### config.mk
export PLATFORM = sky130hd
export DESIGN_NAME = intr_selector
export DESIGN_NICKNAME = d
export VERILOG_FILES = /design/src/rtl/intr_sel_pkg.sv /design/src/rtl/intr_gate.sv /design/src/rtl/intr_prio.sv /design/src/rtl/intr_selector.sv
export SDC_FILE = /design/constraint.sdc
export NUM_CORES = 1
export LEC_CHECK = 0
export BUFFER_PORTS_ARGS = -buffer_cell sky130_fd_sc_hd__buf_4
export CAP_MARGIN = 0
export CORE_MARGIN = 5
export CORE_UTILIZATION = 39
export DETAILED_ROUTE_END_ITERATION = 10
export PLACE_DENSITY = 0.81
export SLEW_MARGIN = 30
export SYNTH_ARGS = -nofsm -noshare
export SYNTH_HDL_FRONTEND = slang
export SYNTH_SLANG_ARGS = --single-unit
### constraint.sdc
create_clock -name vclk -period 1.68
set_input_delay 0 -clock vclk [all_inputs]
set_output_delay 0 -clock vclk [all_outputs]
set_load 0.01 [all_outputs]
### src/rtl/intr_sel_pkg.sv
package intr_sel_pkg;

    typedef enum logic [1:0] {
        PRIV_USER  = 2'd0,
        PRIV_SUPER = 2'd1,
        PRIV_MACH  = 2'd3
    } priv_t;

    // Machine-routed interrupts: open below machine level, or at machine
    // level when the machine global enable is set.
    function automatic logic mach_route_open(input logic [1:0] prv, input logic mgie);
        return (prv < PRIV_MACH) || ((prv == PRIV_MACH) && mgie);
    endfunction

    // Supervisor-routed interrupts: open below supervisor level, or at
    // supervisor level when the supervisor global enable is set.
    function automatic logic super_route_open(input logic [1:0] prv, input logic sgie);
        return (prv < PRIV_SUPER) || ((prv == PRIV_SUPER) && sgie);
    endfunction

endpackage

### src/rtl/intr_gate.sv
module intr_gate
    import intr_sel_pkg::*;
#(
    parameter int XLEN = 64
) (
    input  logic [XLEN-1:0] cand,
    input  logic [XLEN-1:0] deleg,
    input  logic [1:0]      prv,
    input  logic            mgie,
    input  logic            sgie,
    output logic [XLEN-1:0] allowed
);

    logic            m_open;
    logic            s_open;
    logic [XLEN-1:0] m_part;
    logic [XLEN-1:0] s_part;

    assign m_open = mach_route_open(prv, mgie);
    assign s_open = super_route_open(prv, sgie);

    genvar g;
    generate
        for (g = 0; g < XLEN; g++) begin : g_bit
            assign m_part[g] = cand[g] & ~deleg[g] & m_open;
            assign s_part[g] = cand[g] &  deleg[g] & s_open;
        end
    endgenerate

    assign allowed = m_part | s_part;

    always_comb begin
        if (prv == PRIV_MACH) begin
            AST_MACH_NO_DELEG: assert ((allowed & deleg) == '0);
        end
        AST_ALLOWED_SUBSET: assert ((allowed & ~cand) == '0);
    end

endmodule

### src/rtl/intr_prio.sv
module intr_prio #(
    parameter int XLEN = 64,
    localparam int IDXW = $clog2(XLEN)
) (
    input  logic [XLEN-1:0] vec,
    output logic            found,
    output logic [IDXW-1:0] idx
);

    always_comb begin
        found = 1'b0;
        idx   = '0;
        for (int i = XLEN - 1; i >= 0; i--) begin
            if (vec[i]) begin
                found = 1'b1;
                idx   = IDXW'(i);
            end
        end
    end

    always_comb begin
        for (int j = 0; j < XLEN; j++) begin
            if (found && (j < int'(idx))) begin
                AST_LOWEST_WINS: assert (!vec[j]);
            end
        end
        if (found) begin
            AST_WINNER_SET: assert (vec[idx]);
        end
    end

endmodule

### src/rtl/intr_selector.sv
module intr_selector
    import intr_sel_pkg::*;
#(
    parameter int XLEN = 64
) (
    input  logic [XLEN-1:0] irq_pend,
    input  logic [XLEN-1:0] irq_enab,
    input  logic [XLEN-1:0] irq_deleg,
    input  logic [1:0]      cur_priv,
    input  logic            m_gie,
    input  logic            s_gie,
    output logic            take_irq,
    output logic [XLEN-1:0] irq_cause
);

    localparam int IDXW = $clog2(XLEN);
    localparam int PADW = XLEN - 1 - IDXW;

    logic [XLEN-1:0] cand;
    logic [XLEN-1:0] allowed;
    logic            hit;
    logic [IDXW-1:0] win_idx;

    assign cand = irq_pend & irq_enab;

    intr_gate #(.XLEN(XLEN)) u_gate (
        .cand    (cand),
        .deleg   (irq_deleg),
        .prv     (cur_priv),
        .mgie    (m_gie),
        .sgie    (s_gie),
        .allowed (allowed)
    );

    intr_prio #(.XLEN(XLEN)) u_prio (
        .vec   (allowed),
        .found (hit),
        .idx   (win_idx)
    );

    assign take_irq  = hit;
    assign irq_cause = hit ? {1'b1, {PADW{1'b0}}, win_idx} : '0;

    always_comb begin
        AST_FLAG_TRACKS_TAKE: assert (take_irq == irq_cause[XLEN-1]);
        if (!take_irq) begin
            AST_IDLE_ZERO: assert (irq_cause == '0);
        end
        if (take_irq) begin
            AST_WINNER_PENDING: assert (irq_pend[irq_cause[IDXW-1:0]] && irq_enab[irq_cause[IDXW-1:0]]);
        end
        if ((cur_priv == PRIV_MACH) && !m_gie) begin
            AST_MACH_MASKED: assert (!take_irq);
        end
        if ((cur_priv == PRIV_SUPER) && !s_gie && take_irq) begin
            AST_SUPER_MASKED: assert (!irq_deleg[irq_cause[IDXW-1:0]]);
        end
    end

endmodule

* After elaboration in Yosys (flattened, before gate mapping)
Cells that the tools add are included.
** Storage, ports and cells
- Input port bits :: 196
- Output and inout port bits :: 65
- Register bits :: 0
** Operators by class
- Multiplexer cells :: 129
- Order comparisons :: 2
- Bitwise logic cells :: 322
- Reduce and logical (&&, ||, !) cells :: 4
- Eq/ne operators :: 2
** Operators with widths (count)
- $mux W6 :: 64
- $and A1 B1 Y1 :: 256
- $and A64 B64 Y64 :: 1
- $mux W1 :: 64
- $mux W64 :: 1
- $not A1 Y1 :: 64
- $or A64 B64 Y64 :: 1
- $eq A2 B1 Y1 const B :: 1
- $eq A2 B2 Y1 const B :: 1
- $logic_and A1 B1 Y1 :: 2
- $logic_or A1 B1 Y1 :: 2
- $lt A2 B1 Y1 const B :: 1
- $lt A2 B2 Y1 const B :: 1

* Depth between registers and ports, before layout
Gate-level depths: netlist of run 1.
- Depth in word-level cells :: 70
- Mapped depth :: 11
- Depth with buffers taken out :: 8

* By module
From an unflattened synthesis of run 1, not the netlist that was laid out.
** Second synthesis, totals
- Cell total of the unflattened synthesis :: 484
- Area total of the unflattened synthesis :: 2792.7 um^2
** Modules (own cells, without submodules)
- intr_gate :: sequential area each 0.0 um^2, cells each 215, instances 1, area an instance 1152.4 um^2
- intr_selector :: sequential area each 0.0 um^2, cells each 129, instances 1, area an instance 877.1 um^2
- intr_prio :: sequential area each 0.0 um^2, cells each 140, instances 1, area an instance 763.2 um^2

* Least setup slack after synthesis of run 1
No wires, ideal clock.
- Kind :: input-to-output
- From :: in cur_priv[1]
- To :: out irq_cause[0]
- Required time :: 1.680 ns
- Stages :: 10
- Data arrival time :: 1.735 ns
- Slack :: -0.055 ns
- Path buffers :: 2
- Cells stage by stage :: buf_4 -> and3b_4 -> buf_6 -> a21oi_2 -> a2111oi_4 -> nand3_2 -> nor4_2 -> nand2_1 -> and3_1 -> and4b_1
** On the way
- Cells in the longest elaborated chain, start to end :: 70
- Elaborated cells between the ends (all ways) :: 266
- Those cells by class :: 2 x order compare; 2 x eq/ne; 129 x mux; 129 x bitwise; 4 x reduce/logical
** Ends and longest elaborated chain
- from (decl) :: RTL line intr_selector.sv:9 : input logic [1:0] cur_priv,
- $eq A2 B2 Y1 or $eq A2 B1 Y1 (tied branches) :: RTL line intr_sel_pkg.sv:12, intr_sel_pkg.sv:18
- $logic_and A1 B1 Y1 (on tied branches) :: RTL line intr_sel_pkg.sv:12, intr_sel_pkg.sv:18
- $logic_or A1 B1 Y1 (on tied branches) :: RTL line intr_sel_pkg.sv:12, intr_sel_pkg.sv:18
- $and A1 B1 Y1 (on tied branches) :: RTL line intr_gate.sv:25, intr_gate.sv:26
- $or A64 B64 Y64 (*) :: RTL line intr_gate.sv:30 : assign allowed = m_part | s_part;
- $mux W1 (63 in series) :: RTL line intr_prio.sv:14 : if (vec[i]) begin
- $mux W1 (*) :: RTL line intr_prio.sv:14
- named net take_irq :: RTL line intr_selector.sv:12 : output logic take_irq,
- $mux W64 (*) :: RTL line intr_selector.sv:42 : assign irq_cause = hit ? {1'b1, {PADW{1'b0}}, win_idx} : '0;
- to (decl) :: RTL line intr_selector.sv:13 : output logic [XLEN-1:0] irq_cause
The timed path passes the listed nets; every way through them passes the cells marked *.

* Final worst setup path of run 1
- From :: in s_gie
- To :: out irq_cause[0]
** On the way
- Cells in the longest elaborated chain, start to end :: 69
- Elaborated cells between the ends (all ways) :: 196
- Those cells by class :: 129 x mux; 65 x bitwise; 2 x reduce/logical
** Ends and longest elaborated chain
- from (decl) :: RTL line intr_selector.sv:11 : input logic s_gie,
- $logic_and A1 B1 Y1 (*) :: RTL line intr_sel_pkg.sv:18 : return (prv < PRIV_SUPER) || ((prv == PRIV_SUPER) && sgie);
- $logic_or A1 B1 Y1 (*) :: RTL line intr_sel_pkg.sv:18
- $and A1 B1 Y1 :: RTL line intr_gate.sv:26 : assign s_part[g] = cand[g] & deleg[g] & s_open;
- $or A64 B64 Y64 (*) :: RTL line intr_gate.sv:30
- $mux W6 or $mux W1 (tied branches) (64 in series) :: RTL line intr_prio.sv:14
- $mux W64 (*) :: RTL line intr_selector.sv:42
Every way passes the cells marked *; elsewhere a longest branch is shown, timed or not.

==> results of run 1 <==
## per-stage QoR
| stage | total power, mW | hold slack [ns] | setup TNS [ns] | setup WS, ns | cell area (um2) |
|---|---|---|---|---|---|
| after floorplan | 0.843 | 0.314 | 0 | 0.00365 | 3740 |
| after global placement | 1.60 | 0.601 | -2.42 | -0.442 | 5700 |
| after detailed placement | 1.63 | 0.616 | -3.20 | -0.538 | 5700 |
| after CTS | 1.72 | 0.613 | -2.53 | -0.459 | 5920 |
| after global routing | 1.95 | 0.668 | -3.14 | -0.549 | 6020 |
| final | 1.81 | 0.628 | -2.60 | -0.483 | 6020 |
## metal layers
metal / wire length [um] / share of wire, % / GRT usage (%)
met5: 0 / 0 / 0
met4: 456 / 2.8 / 7.03
met3: 1610 / 9.8 / 4.19
met2: 8220 / 50 / 48.0
met1: 6100 / 37 / 32.0
## repair_timing
item / in CTS / in global routing
setup buffers: 7 / 5
setup endpoints to repair: 8 / 8
hold buffers: 0 / 0
resized for setup: 39 / 15
gates cloned: 1 / 0
pin swaps: 11 / 14
## worst max-delay path: cells and delay by family
family          cells  cell delay [ns]
simple gates        4             0.87
compound gates      4             0.79
buf+inv             4             0.50
## power breakdown
group          internal, mW  switching, mW
Combinational         0.932          0.882
Clock                     0              0
Sequential                0              0
## path summary, 6_finish.rpt
path                        start      endpoint  slack [ns]  cells past startpoint
worst max-delay path        s_gie  irq_cause[0]       -0.48                     12
worst min-delay path  irq_enab[1]  irq_cause[1]        0.63                      7
## layout make-up
class,count,share of cell area (%)
multi-input cells,539,55.4
well taps,108,2.24
repair buffers,315,42.1
inverters,3,0.187
## placed cells by master (no fill, tap or decap), types with 3 or more instances in the layout
cell type and instances:
a2111oi_0 3, a211oi_1 9, a21o_1 8, a21oi_1 48
a21oi_2 6, a221oi_1 5, a22o_1 3, a22oi_1 10
a22oi_2 9, a31oi_1 6, and2_1 3, and3_1 5
buf_12 8, buf_4 290, buf_6 15, conb_1 57
inv_1 3, nand2_1 78, nand2b_1 6, nand3_1 71
nand3b_1 43, nand4_1 16, nor2_1 26, nor2b_1 3
o2111ai_1 20, o211ai_1 3, o21ai_0 26, o221ai_1 4
o22ai_1 7, o311ai_1 3, o32ai_1 4
## kinds of logic (layout without fill, tap and decap cells)
group / after synthesis / count (layout) / synth area share [%]
simple gates: 272 / 273 / 41.1
compound gates: 209 / 209 / 42.2
buf+inv: 82 / 318 / 16.6
other cells: 1 / 57 / 0.107
==> run summary, run 1 <==
Slowest-stage cell, CP: and2b_4
n_diodes: 0
via count: 5675
IO Pins: 261
CP peak stage delay: 0.31 ns
Residual DRC: 0
storage element area: 0 um2
Lkg Pwr: 2.91 nW
final setup fails: 8
CP Capture Type: output port
final-layout clock buffer total: 0
share of layout cells above drive strength 1: 41.7%
effective utilization at floorplan: 40.1%
Nets: 1055
PnR worst setup slack: -0.483 ns
Peak VDD IR: 143 uV
top cell type by total area after synthesis: buf_4
first-pass GRT wire length: 25.4 mm
Cells after Synth: 564
routed len/inst: 17.0 um
crit path DAT: 2.16 ns
commonest cells in the netlist: nand2_1, nand3_1, buf_4, a21oi_1, nand3b_1
grt total ovfl: 0
worst endpoint required time: 1.68 ns
count of cell types in the netlist: 64
final cell count without fillers: 965
die area: 11000 um2
P&R area growth vs syn: 72.0%
share of the synthesized area in the top cell type: 12.9%
Setup CP Type: input pin to output port
CP Launch Type: input pin
yosys warns: 0
Placed Cells: 954
critical-path cell list: buf_6 > and2b_4 > or2_4 > buf_12 > buf_4 > a21oi_1 > o32a_1 > o211ai_1 > nor3b_2 > o211ai_1 > and4b_1 > buf_6
failing checks: negative setup slack
Hold Crit Class: input pin to output port
TritonRoute pass-1 iters: 5
Core Area: 8720 um2
hold violation total from the final report: 0
antenna-violating nets left: 0
vias in the first global route: 5480
Tcrit/Tclk final: 129%
Die Y: 105 um
area occupied by multi-input gates: 3340 um2
FF+latch count: 0
most frequent cell after synthesis: nand2_1
RePlAce Congestion: 0.946
top cells by area, synth: buf_4, nand3_1, nand3b_1, nand2_1, a21oi_1
Iter 0 DRT Violations: 521
status: finished with violations
Avg Inst Size Synth: 6.20 um2
Slew Limit Headroom: 65.2%
vias per cell: 5.88
PwrDens: 301 nW/um2
critical path peak fanout: 10
FILL cells: 754
Tmin final: 2.16 ns
Slew Limit Fails: 0
DRT Wirelength: 16.4 mm
pin count of the biggest net entering global routing: 19
Max Cap Viol: 0
row cnt: 34
Die X: 105 um
Tot GR Track Use: 26.4%
Final HPWL DP: 13.8 mm
port bufs: 204
mapped cell area: 3500 um2
max frequency: 462 MHz
Worst-Margin Slew: 0.508 ns
final core occ: 69.0%
RSZ-0062 raised after global routing: true
initial antenna violation count: 0
Seq/Total Area, Yosys: 0%
Note: power is estimated with default switching activity, not from simulation.
==> run 2: changes to the inputs <==
--- a/config.mk
+++ b/config.mk
@@ -11,6 +11,7 @@
 export CORE_UTILIZATION = 39
 export DETAILED_ROUTE_END_ITERATION = 10
 export PLACE_DENSITY = 0.81
+export SETUP_SLACK_MARGIN = 0.1
 export SLEW_MARGIN = 30
 export SYNTH_ARGS = -nofsm -noshare
 export SYNTH_HDL_FRONTEND = slang
==> run 2 against run 1 <==
The flow still finishes with violations (negative setup slack); via count grew 1.6%; hold slack worse by 0.0074 ns; global-route usage up 0.68 points; utilization rose by 2.1 points; worst setup slack better by 0.043 ns; non-clock buffer count is 20 higher; first-iteration DRC count down 27%; routed wire length is 1.8% higher; critical path type unchanged; largest cell class unchanged.
==> run summary, run 2 (synthesized netlist as in run 1, its figures left out) <==
crit path DAT: 2.12 ns (-0.04 ns)
Core Area: 8720 um2 (unchanged)
CP Capture Type: output port
Die Y: 105 um (unchanged)
RSZ-0062 raised after global routing: true
FF+latch count: 0 (unchanged)
Setup CP Type: input pin to output port
max frequency: 472 MHz (+2.0%)
pin count of the biggest net entering global routing: 21 (+2)
worst endpoint required time: 1.68 ns (about the same)
Worst Setup SP: s_gie
PnR worst setup slack: -0.439 ns (+0.0432 ns)
P&R area growth vs syn: 77.2%
IO Pins: 261 (unchanged)
Final Total Pwr: 1.85 mW (+2.2%)
CP peak stage delay: 0.32 ns (about the same)
initial antenna violation count: 0 (unchanged)
routed len/inst: 16.9 um (-0.22%)
crit-path leading delay family: simple AND/OR/NAND/NOR gates
Hold Crit Class: input pin to output port
Max Cap Viol: 0 (unchanged)
grt total ovfl: 0 (unchanged)
global route hottest layer: met2
Final HPWL DP: 14.0 mm (+1.4%)
critical path peak fanout: 6 (-4)
die area: 11000 um2 (unchanged)
Tot GR Track Use: 27.1% (+0.68 points)
Slowest-stage cell, CP: nor4_4
final instance area: 6200 um2 (+3.0%)
crit path buf inv count: 3 (-1)
Tcrit/Tclk final: 126% (-2.6 points)
port bufs: 204 (unchanged)
Nets: 1075 (+1.9%)
pre-CTS WS: -0.486 ns (+0.0522 ns)
critical path's most frequent cell: buf_6
TritonRoute pass-1 iters: 5 (unchanged)
failing checks: negative setup slack
PwrDens: 299 nW/um2 (-0.83%)
most common cell after layout, fill and taps aside: buf_4
first-pass GRT wire length: 26.1 mm (+2.6%)
share of layout cells above drive strength 1: 43.9% (+2.2 points)
vias in the first global route: 5766 (+5.2%)
Slew Limit Fails: 0 (unchanged)
vias per cell: 5.86 (-0.42%)
via count: 5768 (+1.6%)
Die X: 105 um (unchanged)
effective utilization at floorplan: 40.1% (unchanged)
Slew Limit Headroom: 60.8% (-4.4 points)
n_diodes: 0 (unchanged)
GR Util met3: 3.64% (-0.55 points)
hold violation total from the final report: 0 (unchanged)
CP Launch Type: input pin
Lkg Pwr: 3.01 nW (+3.3%)
Tmin final: 2.12 ns (-0.0432 ns)
row cnt: 34 (unchanged)
Post-CTS Hold Buffers: 0 (unchanged)
storage element area: 0 um2 (unchanged)
Placed Area: 5770 um2 (+1.2%)
final-layout clock buffer total: 0 (unchanged)
worst setup path endpoint: irq_cause[0]
Setup TNS: -2.51 ns (+0.0860 ns)
Iter 0 DRT Violations: 382 (-27%)
RePlAce Congestion: 0.907 (-4.1%)
leading cell types in the layout, fill and taps excluded: buf_4, nand2_1, nand3_1
Worst-Margin Slew: 0.573 ns (+0.0651 ns)
Peak VDD IR: 135 uV (-6.0%)
Residual DRC: 0 (unchanged)
final setup fails: 8 (unchanged)
CP Depth: 11 (-1)
critical-path cell list: buf_6 > and2b_4 > nor2_4 > buf_12 > a22o_1 > a221o_1 > nor4_4 > nand2_2 > and3_1 > and4b_1 > buf_6
DRT Wirelength: 16.7 mm (+1.8%)
met2 global-route usage: 50.4% (+2.4 points)
met1 Use GR: 31.9% (about the same)
status: finished with violations
antenna-violating nets left: 0 (unchanged)
==> run 2: cell types whose count changed in the layout (fill, tap and decap cells not counted), moves of 3 or more <==
cell	previous run	this run
buf_6	15	20
buf_4	290	309
buf_12	8	3
o311ai_1	3	0
o311ai_0	1	4
a211oi_2	1	4
==> run 2: timing repair <==
action	4_1_cts	5_1_grt
pin swaps	21	9
gates resized for setup	36	20
buffers inserted	11	4
cloned	3	0
endpoints found under the setup margin	8	8
==> run 2: worst min-delay path by stage <==
stage	from	endpoint	slack, ns	cells past startpoint
floorplan	irq_enab[30]	irq_cause[1]	0.30	3
global placement	irq_enab[30]	irq_cause[1]	0.61	5
detailed placement	irq_enab[30]	irq_cause[1]	0.61	5
CTS	irq_enab[30]	irq_cause[1]	0.61	5
global route	irq_enab[30]	irq_cause[1]	0.67	5
finish	irq_enab[30]	irq_cause[1]	0.62	5
==> run 2: layout make-up <==
class	instances	area (um2)
fill	755	2520
tap	108	135
inverter	3	11.3
timing repair buffer	335	2680
multi-input combinational	539	3380
==> run 2: per-layer routing <==
layer	wire length, um	vias up
met4	421	0
met2	8500	315
met3	1410	40
met5	0	-
li1	-	2750
met1	6350	2663
==> run 2: stage by stage <==
step                      instances  utilization (%)  hold WS (ns)
after floorplan                 620                -         0.301
after global placement          968             66.2         0.608
after detailed placement        968             66.2         0.606
after CTS                       982             69.7         0.606
after global routing            985             71.1         0.666
final                           985             71.1         0.621
==> run 2: report_power, final <==
group	switching [mW]	internal [mW]
combinational	0.891	0.962
sequential	0	0
clock	0	0
